--- src/rtl/txp_pkg.sv ---
// Package for the transmit chunk packer.
// Holds the sequencer state type and the header builder.
// Assumes the header layout is a fixed 32-bit word with odd parity in bit 0.
package txp_pkg;

    localparam int TXP_HDR_BYTES = 4;

    typedef enum logic [2:0] {
        ST_IDLE,
        ST_DECIDE,
        ST_FILL,
        ST_HDR,
        ST_PAY,
        ST_DONE
    } txp_state_t;

    // Build one data-channel header word; bit 0 makes the count of ones odd.
    function automatic logic [31:0] txp_make_hdr(input logic       dv,
                                                 input logic       sv,
                                                 input logic       ev,
                                                 input logic [5:0] eoff);
        logic [31:0] w;
        w        = '0;
        w[31]    = 1'b1;
        w[21]    = dv;
        w[20]    = sv;
        w[14]    = ev;
        w[13:8]  = eoff;
        w[0]     = ~(^w[31:1]);
        return w;
    endfunction

endpackage

--- src/rtl/txp_fill.sv ---
// Chunk staging buffer.
// Collects up to PAYLOAD_BYTES frame bytes for one chunk. A chunk is complete
// when the buffer is full or when the frame's last byte has been taken.
// The buffer records whether the chunk began a frame, whether it ended one,
// and the index of its last valid byte.
// Reads beyond that last byte return zero, which supplies the padding.
// Assumes fill_en is high only while the sequencer is in its fill state.
module txp_fill #(
    parameter  int PAYLOAD_BYTES = 64,
    localparam int IDX_W         = $clog2(PAYLOAD_BYTES)
) (
    input  logic             clk,
    input  logic             rst_n,
    input  logic             fill_en,
    input  logic             in_valid,
    input  logic [7:0]       in_data,
    input  logic             in_sof,
    input  logic             in_eof,
    input  logic [IDX_W-1:0] rd_idx,
    output logic             fill_done,
    output logic [7:0]       rd_byte,
    output logic             got_sof,
    output logic             got_eof,
    output logic [IDX_W-1:0] last_idx
);

    localparam logic [IDX_W-1:0] LAST_B = IDX_W'(PAYLOAD_BYTES - 1);

    logic [7:0]       mem [PAYLOAD_BYTES];
    logic [IDX_W-1:0] wr_idx;
    logic             take;

    // Byte accepted this cycle and whether it closes the chunk.
    always_comb begin
        take      = fill_en & in_valid;
        fill_done = take & (in_eof | (wr_idx == LAST_B));
    end

    // Payload storage; data only, so it carries no reset.
    always_ff @(posedge clk) begin
        if (take) begin
            mem[wr_idx] <= in_data;
        end
    end

    // Write pointer and per-chunk frame markers.
    always_ff @(posedge clk) begin
        if (!rst_n) begin
            wr_idx   <= '0;
            got_sof  <= 1'b0;
            got_eof  <= 1'b0;
            last_idx <= '0;
        end else if (take) begin
            if (wr_idx == '0) begin
                got_sof <= in_sof;
            end
            if (fill_done) begin
                wr_idx   <= '0;
                got_eof  <= in_eof;
                last_idx <= wr_idx;
            end else begin
                wr_idx <= wr_idx + 1'b1;
            end
        end
    end

    // Read port with zero padding past the last valid byte.
    always_comb begin
        rd_byte = (rd_idx <= last_idx) ? mem[rd_idx] : 8'h00;
    end

endmodule

--- src/rtl/txp_seq.sv ---
// Burst sequencer.
// Captures the credit count, the receive backlog and the interrupt flag at
// burst start. It then runs data chunks while credits remain and input bytes
// are present at a chunk boundary, and follows them with empty filler chunks.
// The total is capped at MAX_CHUNKS.
// It drives the byte counter shared by the header and payload phases.
// Assumes PAYLOAD_BYTES >= 4 so the byte counter also covers the header.
module txp_seq
    import txp_pkg::*;
#(
    parameter  int PAYLOAD_BYTES = 64,
    parameter  int MAX_CHUNKS    = 48,
    parameter  int CNT_W         = 8,
    localparam int IDX_W         = $clog2(PAYLOAD_BYTES),
    localparam int CW            = $clog2(MAX_CHUNKS + 1)
) (
    input  logic             clk,
    input  logic             rst_n,
    input  logic             burst_start,
    input  logic [CNT_W-1:0] credits,
    input  logic [CNT_W-1:0] rx_avail,
    input  logic             irq_pend,
    input  logic             in_valid,
    input  logic             fill_done,
    output txp_state_t       state,
    output logic [IDX_W-1:0] byte_cnt,
    output logic             empty_mode,
    output logic [CW-1:0]    burst_chunks
);

    localparam int AW = ((CNT_W > CW) ? CNT_W : CW) + 1;
    localparam logic [IDX_W-1:0] LAST_B = IDX_W'(PAYLOAD_BYTES - 1);
    localparam logic [IDX_W-1:0] LAST_H = IDX_W'(TXP_HDR_BYTES - 1);

    logic [CW-1:0]    cred_q, data_cnt, tot_cnt, fill_left;
    logic [CNT_W-1:0] rxav_q;
    logic             irq_q;
    logic [CW-1:0]    cred_clamp, fill_n;
    logic [AW-1:0]    need_w, room_w, fill_w;
    logic             take_data;

    // Clamp the offered credits to the burst limit.
    always_comb begin
        cred_clamp = (AW'(credits) > AW'(MAX_CHUNKS)) ? CW'(MAX_CHUNKS) : CW'(credits);
    end

    // Filler count: cover the receive backlog, stay within the cap, honour the interrupt.
    always_comb begin
        need_w = (AW'(rxav_q) > AW'(data_cnt)) ? (AW'(rxav_q) - AW'(data_cnt)) : '0;
        room_w = AW'(MAX_CHUNKS) - AW'(data_cnt);
        fill_w = (need_w > room_w) ? room_w : need_w;
        if ((data_cnt == '0) && (fill_w == '0) && irq_q) begin
            fill_w = AW'(1);
        end
        fill_n    = CW'(fill_w);
        take_data = (data_cnt < cred_q) && in_valid;
    end

    // Burst state machine with chunk and byte counters.
    always_ff @(posedge clk) begin
        if (!rst_n) begin
            state      <= ST_IDLE;
            cred_q     <= '0;
            rxav_q     <= '0;
            irq_q      <= 1'b0;
            data_cnt   <= '0;
            tot_cnt    <= '0;
            fill_left  <= '0;
            byte_cnt   <= '0;
            empty_mode <= 1'b0;
        end else begin
            case (state)
                ST_IDLE: begin
                    if (burst_start) begin
                        cred_q     <= cred_clamp;
                        rxav_q     <= rx_avail;
                        irq_q      <= irq_pend;
                        data_cnt   <= '0;
                        tot_cnt    <= '0;
                        empty_mode <= 1'b0;
                        state      <= ST_DECIDE;
                    end
                end
                ST_DECIDE: begin
                    byte_cnt <= '0;
                    if (take_data) begin
                        empty_mode <= 1'b0;
                        state      <= ST_FILL;
                    end else if (fill_n != '0) begin
                        empty_mode <= 1'b1;
                        fill_left  <= fill_n;
                        state      <= ST_HDR;
                    end else begin
                        state <= ST_DONE;
                    end
                end
                ST_FILL: begin
                    if (fill_done) begin
                        byte_cnt <= '0;
                        state    <= ST_HDR;
                    end
                end
                ST_HDR: begin
                    if (byte_cnt == LAST_H) begin
                        byte_cnt <= '0;
                        state    <= ST_PAY;
                    end else begin
                        byte_cnt <= byte_cnt + 1'b1;
                    end
                end
                ST_PAY: begin
                    if (byte_cnt == LAST_B) begin
                        byte_cnt <= '0;
                        tot_cnt  <= tot_cnt + 1'b1;
                        if (empty_mode) begin
                            fill_left <= fill_left - 1'b1;
                            state     <= (fill_left == CW'(1)) ? ST_DONE : ST_HDR;
                        end else begin
                            data_cnt <= data_cnt + 1'b1;
                            state    <= ST_DECIDE;
                        end
                    end else begin
                        byte_cnt <= byte_cnt + 1'b1;
                    end
                end
                ST_DONE: begin
                    state <= ST_IDLE;
                end
                default: begin
                    state <= ST_IDLE;
                end
            endcase
        end
    end

    // Reported chunk total, meaningful while the done state is held.
    always_comb begin
        burst_chunks = tot_cnt;
    end


    credit_bound_chk: assert property (@(posedge clk) disable iff (!rst_n)
        data_cnt <= cred_q);


    burst_cap_chk: assert property (@(posedge clk) disable iff (!rst_n)
        tot_cnt <= CW'(MAX_CHUNKS));


    done_pulse_chk: assert property (@(posedge clk) disable iff (!rst_n)
        (state == ST_DONE) |=> (state == ST_IDLE));


    irq_single_chk: assert property (@(posedge clk) disable iff (!rst_n)
        ((state == ST_DONE) && (data_cnt == '0) && (rxav_q == '0)) |-> (tot_cnt <= CW'(1)));

endmodule

--- src/rtl/tx_chunk_packer.sv ---
// Credit-limited transmit chunk packer, top level.
// Ties the staging buffer to the burst sequencer and builds the header word.
// Selects between header bytes (most significant first), payload bytes and
// zero filler bytes for the outgoing stream.
// Assumes PAYLOAD_BYTES <= 64 so the end offset fits the 6-bit header field.
module tx_chunk_packer #(
    parameter int PAYLOAD_BYTES = 64,
    parameter int MAX_CHUNKS    = 48,
    parameter int CNT_W         = 8
) (
    input  logic                              clk,
    input  logic                              rst_n,
    input  logic                              in_valid,
    input  logic [7:0]                        in_data,
    input  logic                              in_sof,
    input  logic                              in_eof,
    output logic                              in_ready,
    input  logic [CNT_W-1:0]                  credits,
    input  logic [CNT_W-1:0]                  rx_avail,
    input  logic                              irq_pend,
    input  logic                              burst_start,
    output logic                              busy,
    output logic                              out_valid,
    output logic [7:0]                        out_data,
    output logic                              burst_done,
    output logic [$clog2(MAX_CHUNKS+1)-1:0]   burst_chunks
);
    import txp_pkg::*;

    localparam int IDX_W = $clog2(PAYLOAD_BYTES);

    txp_state_t       state;
    logic [IDX_W-1:0] byte_cnt, last_idx;
    logic             empty_mode, fill_done, got_sof, got_eof;
    logic [7:0]       rd_byte;
    logic [31:0]      hdr_word;
    logic [5:0]       eoff;

    txp_fill #(.PAYLOAD_BYTES(PAYLOAD_BYTES)) u_fill (
        .clk       (clk),
        .rst_n     (rst_n),
        .fill_en   (state == ST_FILL),
        .in_valid  (in_valid),
        .in_data   (in_data),
        .in_sof    (in_sof),
        .in_eof    (in_eof),
        .rd_idx    (byte_cnt),
        .fill_done (fill_done),
        .rd_byte   (rd_byte),
        .got_sof   (got_sof),
        .got_eof   (got_eof),
        .last_idx  (last_idx)
    );

    txp_seq #(
        .PAYLOAD_BYTES (PAYLOAD_BYTES),
        .MAX_CHUNKS    (MAX_CHUNKS),
        .CNT_W         (CNT_W)
    ) u_seq (
        .clk          (clk),
        .rst_n        (rst_n),
        .burst_start  (burst_start),
        .credits      (credits),
        .rx_avail     (rx_avail),
        .irq_pend     (irq_pend),
        .in_valid     (in_valid),
        .fill_done    (fill_done),
        .state        (state),
        .byte_cnt     (byte_cnt),
        .empty_mode   (empty_mode),
        .burst_chunks (burst_chunks)
    );

    // Header word for the chunk about to be sent.
    always_comb begin
        eoff     = got_eof ? 6'(last_idx) : 6'd0;
        hdr_word = empty_mode ? txp_make_hdr(1'b0, 1'b0, 1'b0, 6'd0)
                              : txp_make_hdr(1'b1, got_sof, got_eof, eoff);
    end

    // Output byte select and status strobes.
    always_comb begin
        in_ready   = (state == ST_FILL);
        busy       = (state != ST_IDLE);
        burst_done = (state == ST_DONE);
        out_valid  = (state == ST_HDR) || (state == ST_PAY);
        out_data   = 8'h00;
        if (state == ST_HDR) begin
            case (byte_cnt[1:0])
                2'd0:    out_data = hdr_word[31:24];
                2'd1:    out_data = hdr_word[23:16];
                2'd2:    out_data = hdr_word[15:8];
                default: out_data = hdr_word[7:0];
            endcase
        end else if ((state == ST_PAY) && !empty_mode) begin
            out_data = rd_byte;
        end
    end


    no_io_overlap_chk: assert property (@(posedge clk) disable iff (!rst_n)
        !(out_valid && in_ready));

endmodule

--- config.mk ---
export PLATFORM = sky130hd
export DESIGN_NAME = tx_chunk_packer
export DESIGN_NICKNAME = d
export VERILOG_FILES = /design/src/rtl/txp_pkg.sv /design/src/rtl/txp_fill.sv /design/src/rtl/txp_seq.sv /design/src/rtl/tx_chunk_packer.sv
export SDC_FILE = /design/constraint.sdc
export NUM_CORES = 1
export LEC_CHECK = 0
export BUFFER_PORTS_ARGS = -buffer_cell sky130_fd_sc_hd__clkbuf_2
export CAP_MARGIN = 10
export CORE_UTILIZATION = 40
export DETAILED_ROUTE_END_ITERATION = 8
export GPL_TIMING_DRIVEN = 0
export SYNTH_ARGS = -nofsm -noshare
export SYNTH_HDL_FRONTEND = slang
export SYNTH_SLANG_ARGS = --single-unit
export TNS_END_PERCENT = 30
--- constraint.sdc ---
create_clock -name clk -period 4.5 [get_ports clk]
set_input_delay 0.225 -clock clk [delete_from_list [all_inputs] [get_ports clk]]
set_output_delay 0.225 -clock clk [all_outputs]
set_load 0.02 [all_outputs]
==> flow_summary.toml, run 1 <==
[outcome]
status = "completed"

[die]
die_w_um = 246
ios = 49
chipHeight_um = 246
core_um2 = 59000
die_area_um2 = 60600
fp-row-count = 89
initial_utilization = 0.404

[clocking]
cts.sinks = 575
cts_tree = "built"
worst_skew_pair.late_latency_ns = 0.62
clk_pin_slew_ns = 0.07
cts_buffer_depth = 3
htreeDepth = 2
cts_root_buf = "clkbuf_16"
cts_buffers = 58

[sta]
finalCriticalPeriod_ns = 4.43
finalCritPeriodShare = 0.985
rsz0062_at_grt = "true"
final-hold-violation-count = 0
fin_setup_tns_ns = 0
drv_slew = 0
timing.hold.ws_ns = 0.0320
max_freq_mhz = 226
finalSetupViolCount = 0
slew_headroom = 0.196
skew_ns = 0.0164
setup_slack_ns = 0.0666
tightestPinTransition_ns = 1.21

[yosys]
synthArstFlopShare = 0
syn_area_um2 = 23900
seq_area_frac_synth = 0.697
synth_cells = 1341
yosys.area.top_type = "edfxtp_1"
synth_edf_count = 512
ys_warn_count = 0
synthesis.nets = 1409
netlist_top_cells_area = "edfxtp_1 64%, mux4_2 16%, dfxtp_1 5.3%, nor2_1 2.0%, ha_1 1.9%"
synth.top_cell.area_share = 0.644
ys_ff_latch = 575
ys_types = 70
synthFlopType = "edfxtp_1"
syn_avg_cell_area_um2 = 17.8

[setup_path]
r2r_end = "u_seq.fill_left[0]$_SDFFE_PN0P_"
path_max_fanout = 10
rrSetupSlack_ns = 0.20
startpoint_type = "register"
cp-end-kind = "output port"
rr_worst_depth = 17
r2r-start = "u_seq.data_cnt[5]$_SDFFE_PN0P_"
critPathRequiredTime_ns = 4.28
worstPathArrival_ns = 4.21
worstSetupPathType = "register to output port"

[flow_run]
maxCapViolations = 0

[final_layout]
antennaDiodeCount = 0
nets = 1551
syn2layout_area_growth_pct = 15.3
drive_gt1_frac = 0.232
final_cell_mix = "512 x edfxtp_1, 167 x mux4_2, 130 x nor2_1"
final_cell_area_um2 = 27500
final_common_cell = "edfxtp_1"

[detailed_routing]
wl_per_cell_um = 25.4
vias = 12882
vias_per_cell = 5.59
final_antenna_net_count = 0
drt_iter0_drc = 1170
drc = 0
drt-total-wl_um = 58600
first_pass_iters = 5

[global_route]
grtUsageMet3 = 0.0375
grt_start_max_net_pins = 65
grtUsageMet2 = 0.317
grt.busiest_layer = "met2"
grtUsageMet1 = 0.269
grt_pass1_vias = 12699
antenna_found_initial = 0
grt_pass1_wl_um = 84400
gr-total-overflow = 0
track_usage = 0.194

[pwr]
leakage_nw = 8.71
vdd.ir_drop.worst_mv = 0.343
power.density_nw_per_um2 = 498
finalPower_mw = 13.7

[hold_path]
hold_path_depth = 4
worstHoldPathType = "input pin to register"
hold_end = "u_seq.cred_q[2]$_SDFFE_PN0P_"
hp-start = "credits[7]"

[placement]
io_buffer_count = 48
pre_cts_ws_ns = -0.106
gp_congestion = 0.851
placed_area_um2 = 25200
dp_hpwl_um = 39400
-- cell families (layout without fill, tap and decap cells) --
| group | count (synthesis) | in the layout | synth area share |
|---|---|---|---|
| flip-flops | 575 | 575 | 0.697 |
| AO/OA/AOI/OAI | 133 | 133 | 0.0383 |
| adder cells (fa/ha/maj) | 37 | 37 | 0.0197 |
| XOR/XNOR | 26 | 26 | 0.00954 |
| multiplexers | 180 | 180 | 0.163 |
| AND/OR/NAND/NOR | 289 | 289 | 0.0552 |
| buffers and inverters | 101 | 290 | 0.0168 |
-- registers in the layout (all words and copies together), names as in the netlist, named ones only --
signal and flops:
u_fill.mem 512, u_seq.rxav_q 8, u_fill.last_idx 6, u_fill.wr_idx 6, u_seq.burst_chunks 6, u_seq.byte_cnt 6
u_seq.cred_q 6, u_seq.data_cnt 6, u_seq.fill_left 6, u_seq.state 3, u_fill.got_eof 1, u_fill.got_sof 1
u_seq.empty_mode 1, u_seq.irq_q 1
-- layer usage --
layer  part of all wire  vias to the layer above  wire [µm]
met4              0.017                        0        972
li1                   -                     5669          -
met2               0.48                      435      28400
met5                  0                        -          0
met3              0.067                       68       3930
met1               0.43                     6710      25300
-- stage by stage --
stage                     std cells   util
after global routing           2303  0.466
after floorplan                1341      -
after global placement         2162  0.425
final                          2303  0.466
after detailed placement       2167  0.426
after CTS                      2295  0.464
-- critical path: stages (launching register included) --
cell	delay, ns
dfxtp_1	0.41
clkbuf_1	0.33
clkdlybuf4s18_2	0.59
mux4_2	0.59
mux4_2	0.54
mux4_2	0.56
a221o_1	0.39
clkbuf_2	0.16
-- where the power goes --
| group | internal, mW | switching (mW) | total [mW] |
|---|---|---|---|
| registers | 5.87 | 0.0655 | 5.94 |
| logic | 1.24 | 1.60 | 2.85 |
| clock network | 2.89 | 2.03 | 4.93 |
| total | 10.0 | 3.70 | 13.7 |
-- layout make-up --
type / instances / area (µm²)
clock inverters: 37 / 410
repair buffers: 83 / 696
plain buffers: 61 / 284
fillers: 5043 / 31500
inverters: 39 / 146
well taps: 773 / 967
flip-flops and latches: 575 / 16600
multi-input cells: 665 / 6840
clock buffers: 70 / 1540
-- cell usage after synthesis (4+ instances only) --
cell and number:
ha_1 36, edfxtp_1 512, nor2b_1 5, inv_1 39, nor3b_1 4, o21ai_1 8
dfxtp_1 63, o21ai_0 19, nor3_1 13, or3_1 4, o21a_1 4, nor2_1 130
xnor2_1 17, nand4_1 7, nand2b_1 4, a21o_1 8, a31oi_1 4, nand3_1 22
and2_1 6, xor2_1 9, buf_1 17, buf_2 5, a22o_1 5, a21oi_1 42
mux4_2 167, nand2_1 62, mux2i_1 10, and3_1 8, nor4_1 8, clkbuf_1 38
a211oi_1 5
-- worst max path at each step --
stage,from,end,slack [ns],cells past startpoint
floorplan,u_seq.data_cnt[5]$_SDFFE_PN0P_,u_seq.fill_left[0]$_SDFFE_PN0P_,0.37,17
global placement,u_seq.data_cnt[5]$_SDFFE_PN0P_,u_seq.fill_left[0]$_SDFFE_PN0P_,-0.05,17
detailed placement,u_seq.data_cnt[5]$_SDFFE_PN0P_,u_seq.fill_left[0]$_SDFFE_PN0P_,-0.11,17
CTS,register,out_data[2],-0.15,7
global route,u_seq.data_cnt[5]$_SDFFE_PN0P_,u_seq.fill_left[0]$_SDFFE_PN0P_,-0.05,17
finish,register,out_data[5],0.07,7
-- what timing repair did --
| item | 4_1_cts | 5_1_grt |
|---|---|---|
| hold buffers | 22 | 0 |
| pin swaps | 0 | 2 |
| setup endpoints to repair | 9 | 13 |
| hold endpoints to repair | 19 | 0 |
| setup buffers | 0 | 2 |
| resized for setup | 14 | 19 |
(Power assumes the default switching activity.)
==> run 2, diff against run 1 <==
- BUFFER_PORTS_ARGS: -buffer_cell sky130_fd_sc_hd__clkbuf_2 -> not set
- DONT_BUFFER_PORTS: not set -> 1
==> flow_summary.toml, run 2 (synthesis gave the netlist of run 1 again) <==
[placement]
pre_cts_ws_ns = -0.140
io_buffer_count = 0
dp_hpwl_um = 39100
gp_congestion = 0.862

[hold_path]
worstHoldPathType = "input pin to register"
hold_end = "u_seq.burst_chunks[1]$_SDFFE_PN0P_"
hold_path_depth = 3
hp-start = "burst_start"

[clocking]
cts.sinks = 575
worst_skew_pair.late_latency_ns = 0.63
cts_buffer_depth = 3
cts_buffers = 55
cts_root_buf = "clkbuf_16"
htreeDepth = 2
clk_pin_slew_ns = 0.07
cts_tree = "built"

[die]
fp-row-count = 89
die_area_um2 = 60600
initial_utilization = 0.404
core_um2 = 59000
chipHeight_um = 246
die_w_um = 246
ios = 49

[global_route]
track_usage = 0.197
gr-total-overflow = 0
grt_pass1_vias = 12726
antenna_found_initial = 6
grt_start_max_net_pins = 65
grt_pass1_wl_um = 85900

[pwr]
leakage_nw = 8.56
vdd.ir_drop.worst_mv = 0.362
power.density_nw_per_um2 = 495
finalPower_mw = 13.6

[sta]
finalCriticalPeriod_ns = 4.41
drv_slew = 0
final-hold-violation-count = 0
finalCritPeriodShare = 0.979
fin_setup_tns_ns = 0
rsz0062_at_grt = "true"
max_freq_mhz = 227
setup_slack_ns = 0.0925
finalSetupViolCount = 0
slew_headroom = 0.146
tightestPinTransition_ns = 1.28
skew_ns = 0.0249

[detailed_routing]
drt-total-wl_um = 59100
drt_iter0_drc = 1354
final_antenna_net_count = 0
vias = 12918
wl_per_cell_um = 26.0
first_pass_iters = 5
drc = 0
vias_per_cell = 5.68

[final_layout]
reg_top3 = "u_fill.mem: 512 flops, u_seq.rxav_q: 8 flops"
fillers = 4988
final_common_cell = "edfxtp_1"
regMostFlops = "u_fill.mem"
drive_gt1_frac = 0.210
syn2layout_area_growth_pct = 15.2
nets = 1521
final_cell_mix = "512 x edfxtp_1, 167 x mux4_2, 130 x nor2_1"
largest_register_ff_count = 512

[setup_path]
rrSetupSlack_ns = 0.21
r2r_end = "u_seq.fill_left[0]$_SDFFE_PN0P_"
cp-end-kind = "output port"
critPathRequiredTime_ns = 4.28
r2r-start = "u_seq.data_cnt[5]$_SDFFE_PN0P_"
worstSetupPathType = "register to output port"
rr_worst_depth = 17
startpoint_type = "register"
worstPathArrival_ns = 4.18
path_max_fanout = 10

[flow_run]
maxCapViolations = 0

[outcome]
status = "completed"
run 2: cell count changes in the layout (fill, tap and decap cells not counted), sizes merged, moves of 6 or more:
cell / before / now
clkinv: 26 / 20
clkdlybuf4s15: 0 / 6
clkbuf: 161 / 110
dlygate4sd3: 22 / 36
buf: 29 / 35
run 2: repair_timing:
item,in CTS,in global routing
endpoints found under the setup margin,9,9
pin swaps,0,8
setup buffers,0,8
gates resized for setup,21,14
endpoints found under the hold margin,548,0
hold buffers,44,0
run 2: worst max-delay path by stage:
stage / end / cells past startpoint / slack, ns / startpoint
after floorplan: u_seq.fill_left[0]$_SDFFE_PN0P_ / 17 / 0.37 / u_seq.data_cnt[5]$_SDFFE_PN0P_
after global placement: u_seq.fill_left[0]$_SDFFE_PN0P_ / 17 / -0.06 / u_seq.data_cnt[5]$_SDFFE_PN0P_
after detailed placement: u_seq.fill_left[0]$_SDFFE_PN0P_ / 17 / -0.14 / u_seq.data_cnt[5]$_SDFFE_PN0P_
after CTS: u_seq.fill_left[0]$_SDFFE_PN0P_ / 17 / -0.02 / u_seq.data_cnt[5]$_SDFFE_PN0P_
after global routing: out_data[5] / 6 / -0.02 / register
final: out_data[5] / 6 / 0.09 / register
run 2: where the power goes:
part	total, mW	internal [mW]	switching (mW)
clock network	4.72	2.70	2.03
logic	2.93	1.31	1.63
registers	5.94	5.87	0.0635
total	13.6	9.87	3.72
run 2: final cells by class:
class / count / area, µm² / area share
diodes: 3 / 7.51 / 0.000273
plain buffers: 61 / 313 / 0.0114
clock buffers: 71 / 1530 / 0.0557
clock inverters: 31 / 322 / 0.0117
inverters: 39 / 146 / 0.00533
multi-input cells: 665 / 6860 / 0.249
flip-flops and latches: 575 / 16600 / 0.606
well taps: 773 / 967 / 0.0352
repair buffers: 56 / 701 / 0.0255
run 2: per-layer routing:
layer,part of all wire,GRT usage
met4,0.027,0.0636
met3,0.071,0.0403
met2,0.47,0.304
met1,0.44,0.280
met5,0.00069,0
run 2: critical path, cell delays in order (launching register included):
cell and delay (ns):
dfxtp_1 0.41, clkbuf_1 0.35, clkdlybuf4s18_2 0.60, mux4_2 0.58
mux4_2 0.57, mux4_2 0.56, a221o_1 0.48
run 2: per-stage QoR:
step / hold WS [ns] / std cells / instance area (µm²) / utilization
floorplan: 0.321 / 1341 / 23900 / -
global placement: 0.326 / 2114 / 24800 / 0.421
detailed placement: 0.326 / 2118 / 24900 / 0.422
CTS: 0.00720 / 2263 / 27400 / 0.464
global route: 0.0754 / 2272 / 27500 / 0.466
finish: 0.0366 / 2274 / 27500 / 0.466
